<file path="src/rtl/pwrosc_pkg.sv">
// Shared types and constants of the power-mode and oscillator controller.
// Assumes a single clock domain; oscillator cycles arrive as tick strobes.
package pwrosc_pkg;
    typedef enum logic [2:0] {
        PM_RUN    = 3'd0,
        PM_IDLE0  = 3'd1,
        PM_IDLE1  = 3'd2,
        PM_SLEEP0 = 3'd3,
        PM_SLEEP1 = 3'd4
    } pmode_t;

    localparam int REG_W       = 8;
    localparam int ROUTE_W     = 3;
    localparam int LF_CODE_MIN = 6;
endpackage

</file>
<file path="src/rtl/osc_ready_seq.sv">
// Ready sequencer of one oscillator: counts oscillator ticks after enable
// and raises the ready flag once the type-dependent count is reached.
// Assumes tick is a one-cycle strobe; the flag is forced low while disabled.
module osc_ready_seq #(
    parameter int XTAL_CYC = 128,
    parameter int RC_CYC   = 16
) (
    input  logic clk,
    input  logic rst_n,
    input  logic osc_en,
    input  logic tick,
    input  logic is_xtal,
    output logic rdy
);
    localparam int MAXC  = (XTAL_CYC > RC_CYC) ? XTAL_CYC : RC_CYC;
    localparam int CNT_W = $clog2(MAXC + 1);

    logic [CNT_W-1:0] cnt;
    logic [CNT_W-1:0] nxt;
    logic [CNT_W-1:0] lim;
    logic             rdy_q;

    // Pick the startup length from the oscillator type.
    assign lim = is_xtal ? CNT_W'(XTAL_CYC) : CNT_W'(RC_CYC);
    assign nxt = cnt + CNT_W'(1);

    // Count ticks while enabled; clear everything when disabled.
    always_ff @(posedge clk) begin
        if (!rst_n || !osc_en) begin
            cnt   <= '0;
            rdy_q <= 1'b0;
        end else if (tick && !rdy_q) begin
            cnt <= nxt;
            if (nxt >= lim) rdy_q <= 1'b1;
        end
    end

    // The flag never reads 1 while the oscillator is off.
    assign rdy = rdy_q && osc_en;
endmodule

</file>
<file path="src/rtl/pwr_mode_fsm.sv">
// Power state machine: chooses the low-power state on halt and returns
// to run on wake-up. Assumes halt and wake are sampled once per cycle.
module pwr_mode_fsm
    import pwrosc_pkg::*;
(
    input  logic   clk,
    input  logic   rst_n,
    input  logic   halt_req,
    input  logic   wake_req,
    input  logic   idle_en,
    input  logic   sysclk_idle,
    input  logic   keep_lf,
    output pmode_t mode
);
    pmode_t halt_tgt;

    // Target state for a halt, from the two control bits and keep_lf.
    always_comb begin
        if (idle_en) halt_tgt = sysclk_idle ? PM_IDLE1 : PM_IDLE0;
        else         halt_tgt = keep_lf ? PM_SLEEP1 : PM_SLEEP0;
    end

    // State register: halt only in run, wake only outside run.
    always_ff @(posedge clk) begin
        if (!rst_n)                            mode <= PM_RUN;
        else if (mode == PM_RUN && halt_req)   mode <= halt_tgt;
        else if (mode != PM_RUN && wake_req)   mode <= PM_RUN;
    end
endmodule

</file>
<file path="src/rtl/pwr_regs.sv">
// Register pair: PWR (ready flags, idle enable, clock select, route code)
// and SYS (clock-in-idle, oscillator types, low-voltage-reset flag).
// Assumes reads are combinational and writes take effect at the next edge.
module pwr_regs
    import pwrosc_pkg::*;
(
    input  logic               clk,
    input  logic               rst_n,
    input  logic               reg_wr,
    input  logic               reg_addr,
    input  logic [REG_W-1:0]   reg_wdata,
    input  logic               lvr_evt,
    input  logic               hf_rdy,
    input  logic               lf_rdy,
    output logic               idle_en,
    output logic               fh_sel,
    output logic [ROUTE_W-1:0] route,
    output logic               sysclk_idle,
    output logic               hf_xtal,
    output logic               lf_xtal,
    output logic               lvr_flag,
    output logic [REG_W-1:0]   reg_rdata
);
    logic wr_pwr, wr_sys;
    logic unused_wbits;

    assign wr_pwr       = reg_wr && !reg_addr;
    assign wr_sys       = reg_wr &&  reg_addr;
    assign unused_wbits = reg_wdata[3];

    // PWR writable fields; ready bits 7:6 are not stored here.
    always_ff @(posedge clk) begin
        if (!rst_n) begin
            idle_en <= 1'b0;
            fh_sel  <= 1'b1;
            route   <= '0;
        end else if (wr_pwr) begin
            idle_en <= reg_wdata[5];
            fh_sel  <= reg_wdata[4];
            route   <= reg_wdata[ROUTE_W-1:0];
        end
    end

    // SYS writable fields.
    always_ff @(posedge clk) begin
        if (!rst_n) begin
            sysclk_idle <= 1'b0;
            hf_xtal     <= 1'b0;
            lf_xtal     <= 1'b0;
        end else if (wr_sys) begin
            sysclk_idle <= reg_wdata[7];
            hf_xtal     <= reg_wdata[6];
            lf_xtal     <= reg_wdata[5];
        end
    end

    // Sticky low-voltage flag: event sets, a written 0 clears, event wins.
    always_ff @(posedge clk) begin
        if (!rst_n)                         lvr_flag <= 1'b0;
        else if (lvr_evt)                   lvr_flag <= 1'b1;
        else if (wr_sys && !reg_wdata[0])   lvr_flag <= 1'b0;
    end

    // Read mux; unimplemented bits return 0.
    always_comb begin
        if (!reg_addr) reg_rdata = {hf_rdy, lf_rdy, idle_en, fh_sel, 1'b0, route};
        else           reg_rdata = {sysclk_idle, hf_xtal, lf_xtal, 4'b0000, lvr_flag};
    end
endmodule

</file>
<file path="src/rtl/pwrosc_ctrl.sv">
// Top of the power-mode and oscillator controller. Ties the register pair,
// the power state machine and two ready sequencers together, and derives
// oscillator enables, clock gates and the clock route.
// Assumes hf_tick/lf_tick each pulse once per oscillator cycle.
module pwrosc_ctrl
    import pwrosc_pkg::*;
#(
    parameter int HF_XTAL_CYC = 128,
    parameter int HF_RC_CYC   = 16,
    parameter int LF_XTAL_CYC = 128,
    parameter int LF_RC_CYC   = 2
) (
    input  logic               clk,
    input  logic               rst_n,
    input  logic               reg_wr,
    input  logic               reg_addr,
    input  logic [REG_W-1:0]   reg_wdata,
    output logic [REG_W-1:0]   reg_rdata,
    input  logic               halt_req,
    input  logic               wake_req,
    input  logic               keep_lf,
    input  logic               lvr_evt,
    input  logic               hf_tick,
    input  logic               lf_tick,
    output logic               hosc_en,
    output logic               losc_en,
    output logic               cpu_clk_en,
    output logic               sys_clk_en,
    output logic               sel_fh,
    output logic               sel_lf,
    output logic [ROUTE_W-1:0] div_code,
    output logic [2:0]         pmode
);
    pmode_t             mode;
    logic               idle_en, fh_sel, sysclk_idle, hf_xtal, lf_xtal, lvr_flag;
    logic [ROUTE_W-1:0] route;
    logic               hf_rdy, lf_rdy, clk_live, src_rdy;

    pwr_regs u_regs (
        .clk(clk), .rst_n(rst_n), .reg_wr(reg_wr), .reg_addr(reg_addr),
        .reg_wdata(reg_wdata), .lvr_evt(lvr_evt), .hf_rdy(hf_rdy), .lf_rdy(lf_rdy),
        .idle_en(idle_en), .fh_sel(fh_sel), .route(route), .sysclk_idle(sysclk_idle),
        .hf_xtal(hf_xtal), .lf_xtal(lf_xtal), .lvr_flag(lvr_flag), .reg_rdata(reg_rdata)
    );

    pwr_mode_fsm u_fsm (
        .clk(clk), .rst_n(rst_n), .halt_req(halt_req), .wake_req(wake_req),
        .idle_en(idle_en), .sysclk_idle(sysclk_idle), .keep_lf(keep_lf), .mode(mode)
    );

    osc_ready_seq #(.XTAL_CYC(HF_XTAL_CYC), .RC_CYC(HF_RC_CYC)) u_hf (
        .clk(clk), .rst_n(rst_n), .osc_en(hosc_en), .tick(hf_tick),
        .is_xtal(hf_xtal), .rdy(hf_rdy)
    );

    osc_ready_seq #(.XTAL_CYC(LF_XTAL_CYC), .RC_CYC(LF_RC_CYC)) u_lf (
        .clk(clk), .rst_n(rst_n), .osc_en(losc_en), .tick(lf_tick),
        .is_xtal(lf_xtal), .rdy(lf_rdy)
    );

    // Clock route: undivided fH, divided fH, or the low-speed clock.
    assign sel_fh   = fh_sel;
    assign div_code = route;
    assign sel_lf   = !fh_sel && (route >= ROUTE_W'(LF_CODE_MIN));

    // Oscillator enables and clock gates from state and route.
    assign clk_live   = (mode == PM_RUN) || (mode == PM_IDLE1);
    assign hosc_en    = clk_live && !sel_lf;
    assign losc_en    = (mode != PM_SLEEP0);
    assign src_rdy    = sel_lf ? lf_rdy : hf_rdy;
    assign cpu_clk_en = (mode == PM_RUN) && src_rdy;
    assign sys_clk_en = clk_live && src_rdy;
    assign pmode      = mode;
endmodule

</file>
<file path="config.mk">
export PLATFORM = sky130hd
export DESIGN_NAME = pwrosc_ctrl
export DESIGN_NICKNAME = d
export VERILOG_FILES = /design/src/rtl/pwrosc_pkg.sv /design/src/rtl/osc_ready_seq.sv /design/src/rtl/pwr_mode_fsm.sv /design/src/rtl/pwr_regs.sv /design/src/rtl/pwrosc_ctrl.sv
export SDC_FILE = /design/constraint.sdc
export NUM_CORES = 1
export LEC_CHECK = 0
export ABC_AREA = 1
export CAP_MARGIN = 20
export CORE_UTILIZATION = 35
export DETAILED_ROUTE_END_ITERATION = 7
export DONT_BUFFER_PORTS = 1
export SLEW_MARGIN = 20
export SYNTH_ARGS = -nofsm -noshare
export SYNTH_HDL_FRONTEND = slang
export SYNTH_SLANG_ARGS = --single-unit
</file>
<file path="constraint.sdc">
create_clock -name clk -period 3.5 [get_ports clk]
set_input_delay 0.35 -clock clk [delete_from_list [all_inputs] [get_ports clk]]
set_output_delay 0.35 -clock clk [all_outputs]
set_load 0.05 [all_outputs]
</file>
==> results.txt <==
outcome: finished clean
Worst setup EP type: output pin
RR Startpoint: u_regs.fh_sel$_SDFFE_PN1P_
Synth Cell Area: 0.001627 sq mm
PD cells: 492.5 mW/mm^2
final std cells w/o fill: 297
Startpoint Class: register
GP Congestion: 0.7929
Synth Warn #: 0
row count: 24
Post-CTS Setup Inserts: 0
DIE HEIGHT: 70.17 um
Root Buffer: clkbuf_8
Hold-fix buffers, CTS: 0
H-tree depth: 2
#FFs+latches synth: 30
largest net degree at the start of global routing: 14
CTS tree: built
chip width: 70.17 um
most common cell after layout, fill and taps aside: nand2_1
initial antenna violation count: 0
initial core utilization: 36.85%
CTS Sinks: 30
remaining antenna violation count after routing: 0
CP peak stage delay: 0.67 ns
routed len/inst: 11.11 um
setup ws final: 1.073 ns
Total GRT Usage: 14.19%
Max IR drop VDD: 255.8 uV
Post-Route WL: 3301 um
Post-Route Skew: 0.005404 ns
Slew HR: 34.02%
f_max: 0.4119 GHz
Mapped Nets: 263
core box area: 0.004414 sq mm
Resize count post-CTS: 0
DRC violation total after the first TritonRoute iteration: 76
Area Growth Syn to Fin: 9.000%
Inserted Diodes: 0
share of layout cells above drive strength 1: 9.796%
I/O Buffers: 0
final slew viol count: 0
setup TNS: 0 ns
leakage power: 0.8343 nW
mean area per synthesized cell: 6.806 sq um
hpwl dp: 2536 um
number of synthesized flops with an enable pin: 0
GRT overflow: 0
CTS Buf Count: 5
FF-to-FF End: u_hf.cnt[3]$_SDFFE_PP0P_
R2R cell count: 7
CP delay by family, top: flip-flops
DIE AREA: 0.004924 sq mm
Clock Pin Slew Worst Setup and Hold Paths: 0.06 ns
worst hold path cell count: 1
Post-synth ARST share: 0%
Post-Syn Instances: 239
total number of vias: 1425
vias in the first global route: 1325
Final nets: 269
min-delay src: rst_n
FF-to-FF setup slack: 1.38 ns
clk buf depth: 2
top-area cell type share of the netlist area: 36.92%
number of max-cap violations: 0
final hold viol count: 0
clk_lat worst skew: 0.28 ns
worst min path class: in2reg
Slowest cell on crit path: dfxtp_1
CP arrival: 2.08 ns
top cells by area, synth: dfxtp_1 (37%), nand2_1 (11%), inv_1 (9.9%)
hold_ws: 0.1681 ns
Worst Path Buf+Inv: 1
RSZ-0062 raised after global routing: no
Placement Setup Slack: 1.350 ns
Via density: 4.798
first-pass GRT wire length: 5609 um
Req. time, crit path: 3.15 ns
Hold EP: u_regs.fh_sel$_SDFFE_PN1P_
CP Cell Sequence: nor3_2 -> buf_4 -> nor3_1 -> nand2_1 -> o21ai_1
Max FO, Critical Path: 4
sequential share of the synthesized area: 36.92%
# DRC: 0
Netlist cell types: 28
CP Class: reg2out
I/O pin count: 38
dpl cells: 290
Post-synth top flop: dfxtp_1
most frequent cells in the layout: nand2_1 (48), inv_1 (43), dfxtp_1 (30)
final setup fails: 0
crit path time final: 2.427 ns
post-layout util: 40.16%
Synth area leader: dfxtp_1
Tightest Pin Transition: 0.9831 ns
Initial DRT Pass Iterations: 5
final worst path period share: 69.36%
cell usage after synthesis, types with 3 or more instances:
cell       n
nor2_2     3
ha_1       6
o21ai_0   17
a21oi_1   20
o21bai_1   4
o21ai_1    5
inv_2      5
nand3_1   12
xor2_1     5
nand2_1   48
nor2_1    19
inv_1     43
o211ai_1   3
dfxtp_1   30
per-layer routing:
layer  track usage [%]  share of wire (%)  up-vias
met1             17.83                 48      614
met3             5.195                5.8        4
met5                 0                  0        -
li1                  -                  -      769
met4             5.333                1.0        0
met2             22.12                 45       38
kinds of logic (layout without fill, tap and decap cells):
kind of cell / Yosys count / count (layout) / synth area share (%)
buffers and inverters: 52 / 58 / 12.61
AND/OR/NAND/NOR: 90 / 90 / 23.92
adder cells (fa/ha/maj): 6 / 6 / 4.615
XOR/XNOR: 6 / 6 / 3.231
other: 1 / 1 / 0.2305
flip-flops: 30 / 30 / 36.92
AO/OA/AOI/OAI: 54 / 54 / 18.46
cell type report:
class                   count  area [sq um]
fillers                   485          2641
multi-input cells         157         825.8
flip-flops and latches     30         600.6
inverters                  48         180.2
clock buffers               5         68.82
well taps                  52         65.06
repair buffers              3         22.52
clock inverters             2         10.01
where the power goes:
group	switching, W	total [W]	leakage [nW]	internal [W]
sequential	0.0000490	0.000423	0.247	0.000374
clock	0.000125	0.000258	0.0438	0.000133
combinational	0.000134	0.000192	0.543	0.0000586
worst max path at each step:
stage	start	end	slack [ns]	cells past startpoint
global placement	u_regs.fh_sel$_SDFFE_PN1P_	reg_rdata[7]	1.37	5
floorplan	u_regs.route[1]$_SDFFE_PN0P_	cpu_clk_en	0.37	4
finish	u_regs.fh_sel$_SDFFE_PN1P_	reg_rdata[7]	1.07	5
detailed placement	u_regs.fh_sel$_SDFFE_PN1P_	reg_rdata[7]	1.35	5
CTS	u_regs.fh_sel$_SDFFE_PN1P_	reg_rdata[7]	1.05	5
global route	u_regs.fh_sel$_SDFFE_PN1P_	reg_rdata[7]	0.95	5
metrics by stage:
stage | power (W) | instance area [sq um]
floorplan | 0.0005909 | 1627
global placement | 0.0006199 | 1694
detailed placement | 0.0006229 | 1694
CTS | 0.0008845 | 1773
global route | 0.0009274 | 1773
finish | 0.0008731 | 1773
sequential cells by signal, indices dropped and copies added, names as in the netlist:
signal and flops:
u_hf.cnt 8, u_lf.cnt 8, u_fsm.mode 3, u_regs.route 3
u_hf.rdy_q 1, u_lf.rdy_q 1, u_regs.fh_sel 1, u_regs.hf_xtal 1
u_regs.idle_en 1, u_regs.lf_xtal 1, u_regs.lvr_flag 1, u_regs.sysclk_idle 1
No activity file was read; power rests on OpenSTA's default activity.
